$ cat src/rtl/rx_fifo_pkg.sv
// Shared types for the receive buffer: one stored character with its tags.
// Assumes 8-bit characters, as the receive shifter delivers.
package rx_fifo_pkg;
    localparam int CHAR_W = 8;

    typedef struct packed {
        logic              brk;
        logic              ferr;
        logic              perr;
        logic [CHAR_W-1:0] data;
    } rx_entry_t;
endpackage

$ cat src/rtl/rx_fifo_ctrl.sv
// Pointer and occupancy control for the receive buffer.
// Decides, each cycle, whether a write is accepted, replaces the head or is
// dropped. It also raises the overrun event and handles flushes caused by
// the reset command or by a change of the enable input.
// Assumes DEPTH is a power of two.
module rx_fifo_ctrl #(
    parameter int DEPTH = 16,
    localparam int AW = $clog2(DEPTH),
    localparam int CW = AW + 1
) (
    input  logic          clk,
    input  logic          rst_n,
    input  logic          fifo_en,
    input  logic          fifo_clr,
    input  logic          wr_valid,
    input  logic          rd_pop,
    output logic          st_we,
    output logic [AW-1:0] st_waddr,
    output logic [AW-1:0] rd_ptr,
    output logic [CW-1:0] count,
    output logic          flush,
    output logic          ovr_set
);
    logic          en_q;
    logic [AW-1:0] wr_ptr;
    logic          pop_ok;
    logic          at_cap;
    logic          push_ok;
    logic          replace;

    // Classify this cycle's write and pop against the active capacity.
    always_comb begin
        flush   = fifo_clr || (fifo_en != en_q);
        pop_ok  = !flush && rd_pop && (count != '0);
        at_cap  = fifo_en ? (count == CW'(DEPTH)) : (count == CW'(1));
        push_ok = !flush && wr_valid && (!at_cap || pop_ok);
        replace = !flush && wr_valid && at_cap && !pop_ok && !fifo_en;
        ovr_set = !flush && wr_valid && at_cap && !pop_ok;
        st_we   = push_ok || replace;
        st_waddr = replace ? rd_ptr : wr_ptr;
    end

    // Track the enable value seen in the previous cycle.
    always_ff @(posedge clk) begin
        if (!rst_n) en_q <= 1'b0;
        else        en_q <= fifo_en;
    end

    // Advance the pointers and the occupancy count.
    always_ff @(posedge clk) begin
        if (!rst_n || flush) begin
            wr_ptr <= '0;
            rd_ptr <= '0;
            count  <= '0;
        end else begin
            if (push_ok) wr_ptr <= wr_ptr + AW'(1);
            if (pop_ok)  rd_ptr <= rd_ptr + AW'(1);
            if (push_ok && !pop_ok)      count <= count + CW'(1);
            else if (pop_ok && !push_ok) count <= count - CW'(1);
        end
    end
endmodule

$ cat src/rtl/rx_fifo_store.sv
// Character storage: one write port and one asynchronous read port.
// The entries need no reset, because the head is masked while empty.
module rx_fifo_store #(
    parameter int DEPTH = 16,
    localparam int AW = $clog2(DEPTH)
) (
    input  logic                  clk,
    input  logic                  we,
    input  logic [AW-1:0]         waddr,
    input  rx_fifo_pkg::rx_entry_t wentry,
    input  logic [AW-1:0]         raddr,
    output rx_fifo_pkg::rx_entry_t rentry
);
    rx_fifo_pkg::rx_entry_t mem [DEPTH];

    // Capture an accepted or replacing character.
    always_ff @(posedge clk) begin
        if (we) mem[waddr] <= wentry;
    end

    // Present the addressed entry.
    always_comb rentry = mem[raddr];
endmodule

$ cat src/rtl/rx_ovr_flag.sv
// Sticky overrun flag: a set event wins over a clear by a line-status read.
module rx_ovr_flag (
    input  logic clk,
    input  logic rst_n,
    input  logic set_ev,
    input  logic clr_ev,
    output logic flag
);
    // Hold the flag until a line-status read that has no new set event.
    always_ff @(posedge clk) begin
        if (!rst_n)      flag <= 1'b0;
        else if (set_ev) flag <= 1'b1;
        else if (clr_ev) flag <= 1'b0;
    end
endmodule

$ cat src/rtl/rx_err_fifo.sv
// Receive buffer with per-character error tags (top).
// Holds up to DEPTH characters in buffered mode, or one in single-register
// mode. It presents the head character and that character's own tags.
// Assumes rd_pop and lsr_read are single-cycle register-access strobes.
module rx_err_fifo #(
    parameter int DEPTH = 16,
    localparam int AW = $clog2(DEPTH),
    localparam int CW = AW + 1
) (
    input  logic       clk,
    input  logic       rst_n,
    input  logic       fifo_en,
    input  logic       fifo_clr,
    input  logic       wr_valid,
    input  logic [7:0] wr_data,
    input  logic       wr_perr,
    input  logic       wr_ferr,
    input  logic       wr_brk,
    input  logic       rd_pop,
    input  logic       lsr_read,
    output logic [7:0] head_data,
    output logic       head_perr,
    output logic       head_ferr,
    output logic       head_brk,
    output logic       data_ready,
    output logic       overrun
);
    import rx_fifo_pkg::*;

    logic          st_we;
    logic [AW-1:0] st_waddr;
    logic [AW-1:0] rd_ptr;
    logic [CW-1:0] count;
    logic          flush;
    logic          ovr_set;
    rx_entry_t     wentry;
    rx_entry_t     rentry;
    rx_entry_t     head;

    // Bundle the incoming character with its tags.
    always_comb wentry = '{brk: wr_brk, ferr: wr_ferr, perr: wr_perr, data: wr_data};

    rx_fifo_ctrl #(.DEPTH(DEPTH)) u_ctrl (
        .clk(clk), .rst_n(rst_n), .fifo_en(fifo_en), .fifo_clr(fifo_clr),
        .wr_valid(wr_valid), .rd_pop(rd_pop), .st_we(st_we),
        .st_waddr(st_waddr), .rd_ptr(rd_ptr), .count(count),
        .flush(flush), .ovr_set(ovr_set)
    );

    rx_fifo_store #(.DEPTH(DEPTH)) u_store (
        .clk(clk), .we(st_we), .waddr(st_waddr), .wentry(wentry),
        .raddr(rd_ptr), .rentry(rentry)
    );

    rx_ovr_flag u_ovr (
        .clk(clk), .rst_n(rst_n), .set_ev(ovr_set), .clr_ev(lsr_read),
        .flag(overrun)
    );

    // Mask the head to zero while nothing is stored.
    always_comb begin
        data_ready = (count != '0);
        head       = data_ready ? rentry : '0;
        head_data  = head.data;
        head_perr  = head.perr;
        head_ferr  = head.ferr;
        head_brk   = head.brk;
    end
endmodule

$ cat config.mk
export PLATFORM = sky130hd
export DESIGN_NAME = rx_err_fifo
export DESIGN_NICKNAME = d
export VERILOG_FILES = /design/src/rtl/rx_fifo_pkg.sv /design/src/rtl/rx_fifo_ctrl.sv /design/src/rtl/rx_fifo_store.sv /design/src/rtl/rx_ovr_flag.sv /design/src/rtl/rx_err_fifo.sv
export SDC_FILE = /design/constraint.sdc
export NUM_CORES = 1
export LEC_CHECK = 0
export BUFFER_PORTS_ARGS = -buffer_cell sky130_fd_sc_hd__buf_2
export CAP_MARGIN = 20
export CORE_ASPECT_RATIO = 1.1
export CORE_UTILIZATION = 40
export CTS_CLUSTER_SIZE = 24
export DETAILED_ROUTE_END_ITERATION = 10
export GPL_ROUTABILITY_DRIVEN = 0
export PLACE_DENSITY = 0.57
export SETUP_SLACK_MARGIN = 0.1
export SYNTH_ARGS = -nofsm -noshare
export SYNTH_HDL_FRONTEND = slang
export SYNTH_HIERARCHICAL = 1
export SYNTH_SLANG_ARGS = --single-unit
$ cat constraint.sdc
create_clock -name clk -period 3.95 [get_ports clk]
set_clock_uncertainty 0.05 [all_clocks]
set_input_delay 0.395 -clock clk [delete_from_list [all_inputs] [get_ports clk]]
set_output_delay 0.395 -clock clk [all_outputs]
set_load 0.02 [all_outputs]
==> results of run 1 <==
-- logic make-up after synthesis --
| family | Yosys count | synth area share (%) |
|---|---|---|
| and+or+nand+nor | 80 | 5.66 |
| adders and majority gates | 7 | 1.12 |
| DFF | 191 | 71.2 |
| muxes | 50 | 14.6 |
| AOI/OAI and AO/OA | 48 | 4.53 |
| xor gates and xnor gates | 8 | 0.893 |
| buffers and inverters | 21 | 2.01 |
-- power by group through the flow --
stage	combinational, uW	clock [uW]	sequential, uW
global placement	111	0	2260
CTS	113	1670	2210
finish	111	1630	2210
detailed placement	113	0	2260
global route	123	1750	2210
floorplan	57.0	0	2260
-- final timing paths --
check / slack (ns) / end / from / cells after the start
max: 0.38 / u_store/mem[1][9] / u_ctrl/count[0] / 8
min: 0.16 / u_ovr/flag / rst_n / 2
max reg2reg: 0.38 / u_store/mem[1][9] / u_ctrl/count[0] / 8
min reg2reg: 0.47 / u_ctrl/wr_ptr[2] / u_ctrl/wr_ptr[2] / 2
-- cells in the mapped netlist (2+ instances only) --
| master | instances |
|---|---|
| mux4_2 | 23 |
| o21ai_0 | 2 |
| nor3_1 | 4 |
| edfxtp_1 | 176 |
| or4_1 | 2 |
| o21a_1 | 2 |
| nor2_1 | 22 |
| or3b_4 | 2 |
| nand3_1 | 6 |
| or4b_2 | 2 |
| or2_2 | 2 |
| buf_6 | 3 |
| buf_2 | 5 |
| clkbuf_1 | 3 |
| nand4_1 | 2 |
| nand2_1 | 17 |
| mux2i_1 | 2 |
| inv_1 | 4 |
| nand3b_1 | 4 |
| a21boi_0 | 8 |
| or3_1 | 2 |
| mux2_4 | 4 |
| mux4_1 | 21 |
| nor2b_1 | 2 |
| a21oi_1 | 8 |
| buf_8 | 2 |
| dfxtp_1 | 15 |
| ha_1 | 7 |
| buf_4 | 2 |
| xor2_1 | 5 |
| xnor2_1 | 3 |
| a21boi_1 | 3 |
| nand2b_1 | 4 |
| a22oi_1 | 22 |
| and2_1 | 2 |
-- worst reg2reg max path: cells and delay by family, from the launching register on --
| family | cells | cell delay (ns) |
|---|---|---|
| muxes | 1 | 0.33 |
| DFF | 1 | 0.50 |
| adders and majority gates | 1 | 0.19 |
| AOI/OAI and AO/OA | 1 | 0.45 |
| and+or+nand+nor | 4 | 1.53 |
| buffers and inverters | 1 | 0.22 |
-- metrics by stage --
stage | cells | cell area [um^2] | utilization [%]
after global placement | 687 | 8370 | 43.7
final | 719 | 8930 | 46.6
after floorplan | 405 | 7860 | -
after global routing | 719 | 8930 | 46.6
after detailed placement | 687 | 8370 | 43.7
after CTS | 719 | 8930 | 46.6
-- state kept, by name, summed over array words and instances (netlist names) --
signal,flops
u_ovr/flag,1
u_ctrl/wr_ptr,4
u_store/mem,176
u_ctrl/count,5
u_ctrl/rd_ptr,4
u_ctrl/en_q,1
-- routing by layer --
layer,GRT usage (%),part of all wire (%),up-vias
li1,-,-,1779
met1,23.1,45,2108
met2,26.5,49,79
met3,3.53,4.1,10
met4,7.36,1.6,0
met5,0,0,-
-- final cells by class --
type,instances,share of cell area (%)
clock buffer,17,4.76
clock inverter,15,1.54
inverter,4,0.168
multi-input combinational,193,23.8
sequential,191,62.6
tap,247,3.46
timing repair buffer,52,3.67
==> results.tsv, run 1 <==
stage	metric	value	unit
run_status	outcome	finished clean	
power	internal_power	3130	uW
timing	post-route-period-util	90.4	%
timing	finalSetupViolCount	0	
die	start_util	41.0	%
power	power_density	443	nW/um^2
min_path	worstHoldPathType	in -> reg	
power	power	3960	uW
yosys	ys_warn_count	6	
placement	io_buffers	30	
power	power.leakage	0.00293	uW
cells_and_area	multi_input_area	2130	um^2
worst_setup_path	critPathBufInv	1	
yosys	synth_top_area_share	67.3	%
worst_setup_path	crit_path_max_incr_delay	0.55	ns
die	num_io_pins	31	
yosys	synth_cells	405	
yosys	syn_nets	430	
yosys	ys_seq_elements	191	
clock_tree	clk_pin_slew	0.07	ns
cells_and_area	diodes	0	
worst_setup_path	worst_path_max_delay_cell	or3b_2	
grt	overflow	0	
grt	grt_max_degree	49	
clock_tree	insertion_delay	0.42	ns
route	vias	3976	
timing	holdWs	0.160	ns
clock_tree	h-tree-depth	4	
worst_setup_path	arrival	3.64	ns
route	via_per_inst	5.53	
worst_setup_path	cp_common_cell	or3b_4	
power	pwr-share-clk	41.2	%
worst_setup_path	critPathCaptureType	flop	
cells_and_area	layout_common_cells	edfxtp_1 (176), buf_2 (30), mux4_2 (23)	
yosys	synth-seq-area-share	71.2	%
clock_tree	cts_tree	yes	
grt	antenna_found_initial	0	
placement	place_hpwl	10500	um
clock_tree	hold_buffers	0	
yosys	yosys.cell_types.count	47	
route	drt-pass1-iter-count	5	
route	dr.first_iter.drc_count	378	
power	p_seq_share	56.0	%
timing	grt_setup_unrepaired	no	
run	maxCapViolations	0	
die	core	19200	um^2
timing	hold_viol	0	
yosys	netlist_area	7850	um^2
clock_tree	cts_max_path_buffers	2	
yosys	synthArstFlopShare	0	%
worst_setup_path	crit_family	simple AND/OR/NAND/NOR gates	
power	p_switching	830	uW
cells_and_area	seqCellArea	5590	um^2
timing	fmax	0.280	GHz
yosys	avgSynthCellArea	19.4	um^2
cells_and_area	nFillCells	1597	
worst_setup_path	crit_type	reg -> reg	
worst_setup_path	crit_fanout	11	
die	chipHeight	149	um
die	die_area	20200	um^2
placement	pre_cts_ws	0.418	ns
route	ant_nets	0	
clock_tree	cts_buffers	17	
timing	final.min_clock_period	3.57	ns
timing	worst_pin_slew	0.802	ns
cells_and_area	drive_above_1_share	26.7	%
grt	grt_pass1_vias	3934	
yosys	synth_top_area_cell	edfxtp_1	
power	swShare	21.0	%
grt	grt_pass1_wl	24100	um
grt	grtUsageTotal	17.0	%
worst_setup_path	worstSetupStartpointType	flop	
yosys	synth-edff-count	176	
clock_tree	post_cts_buffers	0	
clock_tree	cts_resized	0	
cells_and_area	fin_nets	484	
clock_tree	root_buffer	clkbuf_16	
timing	max_slew_margin	46.4	%
route	wl_per_cell	22.1	um
power	pwr-share-comb	2.8	%
cells_and_area	layout_commonest_cell	edfxtp_1	
clock_tree	cts_sinks	191	
power	peakVddDrop	0.255	mV
cells_and_area	area_growth	13.8	%
worst_setup_path	crit_path_cell_trace	ha_1, or3b_4, a221oi_4, or3b_4, mux2_4, or3b_2, nor2_1, buf_4	
route	drc	0	
die	dieWidth	136	um
route	routed_wl	15900	um
die	rows	53	
timing	slew_viol_final	0	
worst_setup_path	required	4.02	ns
timing	tns	0	ns
yosys	synth_area_leaders	edfxtp_1 (67%), mux4_1 (7.0%), mux4_2 (6.6%), dfxtp_1 (3.8%), a22oi_1 (2.1%)	
timing	fin_ws	0.380	ns
yosys	synthFlopType	edfxtp_1	
(Power assumes the default switching activity.)
==> run 2, diff against run 1 <==
--- a/config.mk
+++ b/config.mk
@@ -7,12 +7,15 @@
 export LEC_CHECK = 0
 export BUFFER_PORTS_ARGS = -buffer_cell sky130_fd_sc_hd__buf_2
 export CAP_MARGIN = 20
+export CELL_PAD_IN_SITES_DETAIL_PLACEMENT = 0
+export CELL_PAD_IN_SITES_GLOBAL_PLACEMENT = 1
 export CORE_ASPECT_RATIO = 1.1
 export CORE_UTILIZATION = 40
+export CTS_CLUSTER_DIAMETER = 80
 export CTS_CLUSTER_SIZE = 24
 export DETAILED_ROUTE_END_ITERATION = 10
 export GPL_ROUTABILITY_DRIVEN = 0
-export PLACE_DENSITY = 0.57
+export PLACE_DENSITY = 0.63
 export SETUP_SLACK_MARGIN = 0.1
 export SYNTH_ARGS = -nofsm -noshare
 export SYNTH_HDL_FRONTEND = slang
==> results.tsv, run 2 (synthesis gave the netlist of run 1 again) <==
stage	metric	value	unit
placement	io_buffers	30	
power	internal_power	3090	uW
route	drt-pass1-iter-count	4	
timing	slew_viol_final	0	
cells_and_area	layout_common_cells	edfxtp_1 (176), buf_2 (30), buf_4 (25)	
worst_setup_path	rr_startpoint	u_ctrl/count[0]	
die	start_util	41.0	%
run_status	outcome	finished clean	
worst_setup_path	arrival	3.68	ns
grt	grt_max_degree	49	
worst_setup_path	worstSetupStartpointType	flop	
timing	fmax	0.277	GHz
die	chipHeight	149	um
worst_setup_path	required	4.03	ns
worst_setup_path	r2r_end	u_store/mem[0][0]	
route	dr.first_iter.drc_count	235	
die	core	19200	um^2
grt	antenna_found_initial	0	
clock_tree	cts_buffers	17	
min_path	worstHoldPathType	in -> reg	
clock_tree	post_cts_buffers	0	
cells_and_area	drive_above_1_share	27.5	%
timing	max_slew_margin	53.4	%
cells_and_area	largest_reg_flops	176	
clock_tree	hold_buffers	0	
cells_and_area	reg_top3	u_store/mem x176, u_ctrl/count x5	
power	power.leakage	0.00296	uW
placement	pre_cts_ws	0.388	ns
worst_setup_path	crit_fanout	11	
run	maxCapViolations	0	
route	via_per_inst	5.47	
clock_tree	cts_resized	0	
clock_tree	cts_tree	yes	
clock_tree	h-tree-depth	4	
worst_setup_path	ff2ff_setup_slack	0.35	ns
die	die_area	20200	um^2
route	ant_nets	0	
min_path	hold_end	u_ctrl/en_q	
cells_and_area	fin_nets	489	
timing	tns	0	ns
min_path	hold_path_startpoint	rst_n	
power	p_seq_share	55.6	%
die	num_io_pins	31	
die	rows	53	
power	peakVddDrop	0.283	mV
cells_and_area	area_growth	14.5	%
cells_and_area	diodes	0	
timing	hold_viol	0	
grt	overflow	0	
worst_setup_path	critPathCaptureType	flop	
clock_tree	cts_sinks	191	
route	vias	3959	
cells_and_area	nFillCells	1619	
die	dieWidth	136	um
timing	post-route-period-util	91.3	%
placement	place_hpwl	10600	um
timing	worst_pin_slew	0.694	ns
power	power_density	443	nW/um^2
power	pwr-share-clk	41.6	%
power	p_switching	893	uW
route	routed_wl	16300	um
timing	final.min_clock_period	3.60	ns
clock_tree	insertion_delay	0.44	ns
clock_tree	clk_pin_slew	0.08	ns
clock_tree	root_buffer	clkbuf_16	
power	pwr-share-comb	2.8	%
cells_and_area	regMostFlops	u_store/mem	
timing	fin_ws	0.345	ns
min_path	hold_path_depth	2	
worst_setup_path	crit_type	reg -> reg	
timing	grt_setup_unrepaired	no	
worst_setup_path	ff2ff_path_depth	8	
grt	grt_pass1_vias	4196	
cells_and_area	layout_commonest_cell	edfxtp_1	
timing	finalSetupViolCount	0	
route	drc	0	
power	swShare	22.4	%
clock_tree	cts_max_path_buffers	2	
route	wl_per_cell	22.6	um
grt	grtUsageTotal	17.7	%
grt	grt_pass1_wl	25000	um
[run 2: changes by cell type in the layout (fill, tap and decap cells not counted)]
cell	delta
buf_4	+4
inv_8	+4
clkinv_2	-3
clkinv_4	-2
buf_12	+1
bufinv_16	-1
clkinv_8	+1
inv_6	+1
[run 2: worst max path at each step]
stage                         start           endpoint  slack, ns  cells after the start
finish              u_ctrl/count[0]  u_store/mem[0][0]       0.35                      8
global route        u_ctrl/count[0]  u_store/mem[1][0]       0.22                      8
CTS                 u_ctrl/count[0]  u_store/mem[0][2]       0.36                      8
detailed placement  u_ctrl/count[0]  u_store/mem[0][7]       0.39                      8
global placement    u_ctrl/count[0]  u_store/mem[2][2]       0.44                      8
floorplan           u_ctrl/count[0]  u_store/mem[4][0]       0.30                      7
[run 2: power groups by stage]
stage / clock (uW) / sequential [uW] / combinational, uW
5_1_grt: 1760 / 2210 / 123
2_1_floorplan: 0 / 2260 / 57.0
3_3_place_gp: 0 / 2260 / 110
3_5_place_dp: 0 / 2260 / 113
6_report: 1660 / 2210 / 112
4_1_cts: 1690 / 2210 / 113
[run 2: layout make-up]
cell class	instances	area [um^2]	area share, %
clock buffers	17	425	4.73
clock inverters	15	145	1.61
inverters	4	15.0	0.167
multi-input cells	193	2130	23.7
flip-flops and latches	191	5590	62.2
well taps	247	309	3.44
repair buffers	57	378	4.20
[run 2: worst max-delay path: stages, from the launching register on]
cell	delay, ns
dfxtp_1	0.49
ha_1	0.19
or3b_4	0.38
a221oi_4	0.46
or3b_4	0.48
mux2_4	0.33
or3b_2	0.54
nor3_2	0.13
buf_4	0.23
[run 2: per-layer routing]
metal | track usage (%) | up-vias | routed length [um]
met2 | 31.1 | 72 | 8720
li1 | - | 1792 | -
met3 | 2.92 | 13 | 544
met1 | 22.0 | 2082 | 6890
met4 | 6.07 | 0 | 199
met5 | 0 | - | 0
[run 2: stage by stage]
stage | std cells | area, um^2 | power (uW) | utilization, % | hold slack, ns
2_1_floorplan | 405 | 7860 | 2320 | - | 0.414
3_3_place_gp | 692 | 8420 | 2370 | 43.9 | 0.444
3_5_place_dp | 692 | 8420 | 2370 | 43.9 | 0.448
4_1_cts | 724 | 8990 | 4020 | 46.9 | 0.145
5_1_grt | 724 | 8990 | 4100 | 46.9 | 0.155
6_report | 724 | 8990 | 3980 | 46.9 | 0.159
==> run 3, diff against run 2 <==
--- a/config.mk
+++ b/config.mk
@@ -10,12 +10,12 @@
 export CELL_PAD_IN_SITES_DETAIL_PLACEMENT = 0
 export CELL_PAD_IN_SITES_GLOBAL_PLACEMENT = 1
 export CORE_ASPECT_RATIO = 1.1
-export CORE_UTILIZATION = 40
+export CORE_UTILIZATION = 48
 export CTS_CLUSTER_DIAMETER = 80
 export CTS_CLUSTER_SIZE = 24
 export DETAILED_ROUTE_END_ITERATION = 10
 export GPL_ROUTABILITY_DRIVEN = 0
-export PLACE_DENSITY = 0.63
+export PLACE_DENSITY = 0.74
 export SETUP_SLACK_MARGIN = 0.1
 export SYNTH_ARGS = -nofsm -noshare
 export SYNTH_HDL_FRONTEND = slang
==> results.tsv, run 3 (synthesis gave the netlist of run 1 again) <==
stage	metric	value	unit
run_status	outcome	finished clean	
timing	hold_viol	0	
die	start_util	49.5	%
worst_setup_path	crit_type	reg -> reg	
grt	grt_pass1_wl	23700	um
cells_and_area	regMostFlops	u_store/mem	
cells_and_area	largest_reg_flops	176	
timing	fmax	0.279	GHz
grt	grt_max_degree	37	
cells_and_area	drive_above_1_share	26.2	%
placement	dp.cells	638	
die	chipHeight	136	um
clock_tree	cts_max_path_buffers	2	
worst_setup_path	arrival	3.66	ns
power	power.leakage	0.00291	uW
cells_and_area	area_growth	12.6	%
run	maxCapViolations	0	
worst_setup_path	critPathCaptureType	flop	
clock_tree	insertion_delay	0.43	ns
timing	final.min_clock_period	3.59	ns
cells_and_area	instances_no_fill	670	
placement	io_buffers	30	
cells_and_area	layout_common_cells	edfxtp_1 (176), buf_2 (30), mux4_2 (23)	
route	dr.first_iter.drc_count	316	
clock_tree	cts_buffers	17	
clock_tree	cts_tree	yes	
cells_and_area	diodes	0	
route	via_per_inst	5.92	
grt	grtUsageTotal	20.2	%
die	dieWidth	124	um
placement	place_hpwl	9830	um
timing	finalSetupViolCount	0	
die	rows	48	
cells_and_area	fin_nets	482	
power	peakVddDrop	0.311	mV
route	drt-pass1-iter-count	5	
route	routed_wl	15700	um
route	drc	0	
timing	max_slew_margin	27.9	%
clock_tree	cts_resized	0	
timing	worst_pin_slew	1.08	ns
worst_setup_path	worstSetupStartpointType	flop	
grt	grt_pass1_vias	3994	
worst_setup_path	required	4.02	ns
clock_tree	root_buffer	clkbuf_16	
placement	pre_cts_ws	0.383	ns
timing	slew_viol_final	0	
cells_and_area	reg_top3	u_store/mem x176, u_ctrl/count x5	
route	wl_per_cell	23.4	um
grt	overflow	0	
worst_setup_path	crit_fanout	11	
clock_tree	cts_sinks	191	
timing	post-route-period-util	90.8	%
timing	tns	0	ns
route	ant_nets	0	
cells_and_area	layout_commonest_cell	edfxtp_1	
die	die_area	16900	um^2
timing	fin_ws	0.364	ns
power	power_density	447	nW/um^2
die	num_io_pins	31	
clock_tree	clk_pin_slew	0.07	ns
die	core	15900	um^2
grt	antenna_found_initial	0	
clock_tree	h-tree-depth	4	
clock_tree	hold_buffers	0	
route	vias	3968	
clock_tree	post_cts_buffers	0	
timing	grt_setup_unrepaired	no	
min_path	worstHoldPathType	in -> reg	
[run 3: changes by cell type in the layout (fill, tap and decap cells not counted), sizes merged]
cell	change
clkinv	+2
clkbuf	+1
clkinvlp	+1
buf	-7
bufinv	+1
inv	-5
[run 3: layer usage]
| layer | wire length [um] | GRT usage (%) | share of wire, % | vias up |
|---|---|---|---|---|
| met4 | 308 | 7.28 | 2.0 | 0 |
| met2 | 8030 | 33.4 | 51 | 116 |
| li1 | - | - | - | 1772 |
| met1 | 6640 | 26.5 | 42 | 2060 |
| met3 | 709 | 4.19 | 4.5 | 20 |
| met5 | 0 | 0 | 0 | - |
[run 3: where the power goes]
part | internal, uW | switching, uW | total [uW]
Combinational | 37.3 | 74.5 | 112
Sequential | 2210 | 4.58 | 2220
Clock | 879 | 744 | 1620
[run 3: path summary, 6_finish.rpt]
path	end	start	slack, ns	cells past startpoint
setup / recovery	u_store/mem[3][0]	u_ctrl/count[0]	0.36	8
hold / removal	u_ovr/flag	rst_n	0.16	2
setup reg to reg	u_store/mem[3][0]	u_ctrl/count[0]	0.36	8
hold reg to reg	u_ctrl/wr_ptr[2]	u_ctrl/wr_ptr[2]	0.47	2
[run 3: critical path, stage by stage, from the launching register on]
cell and delay, ns:
dfxtp_1 0.49, ha_1 0.20, or3b_4 0.38, a221oi_4 0.44
or3b_4 0.48, mux2_4 0.33, or3b_2 0.53, nor2_1 0.13
buf_4 0.24
[run 3: stage by stage]
step / hold WS [ns] / util, % / instance area (um^2) / total power [uW]
CTS: 0.152 / 55.7 / 8840 / 3980
floorplan: 0.414 / - / 7860 / 2320
finish: 0.161 / 55.7 / 8840 / 3950
global placement: 0.442 / 52.2 / 8280 / 2370
detailed placement: 0.456 / 52.2 / 8280 / 2370
global route: 0.159 / 55.7 / 8840 / 4060
[run 3: area by class of cell]
class | instances | area (um^2)
inverter | 4 | 15.0
clock buffer | 18 | 429
clock inverter | 14 | 133
multi-input combinational | 193 | 2120
fill | 1223 | 7020
sequential | 191 | 5590
timing repair buffer | 50 | 300
tap | 200 | 250
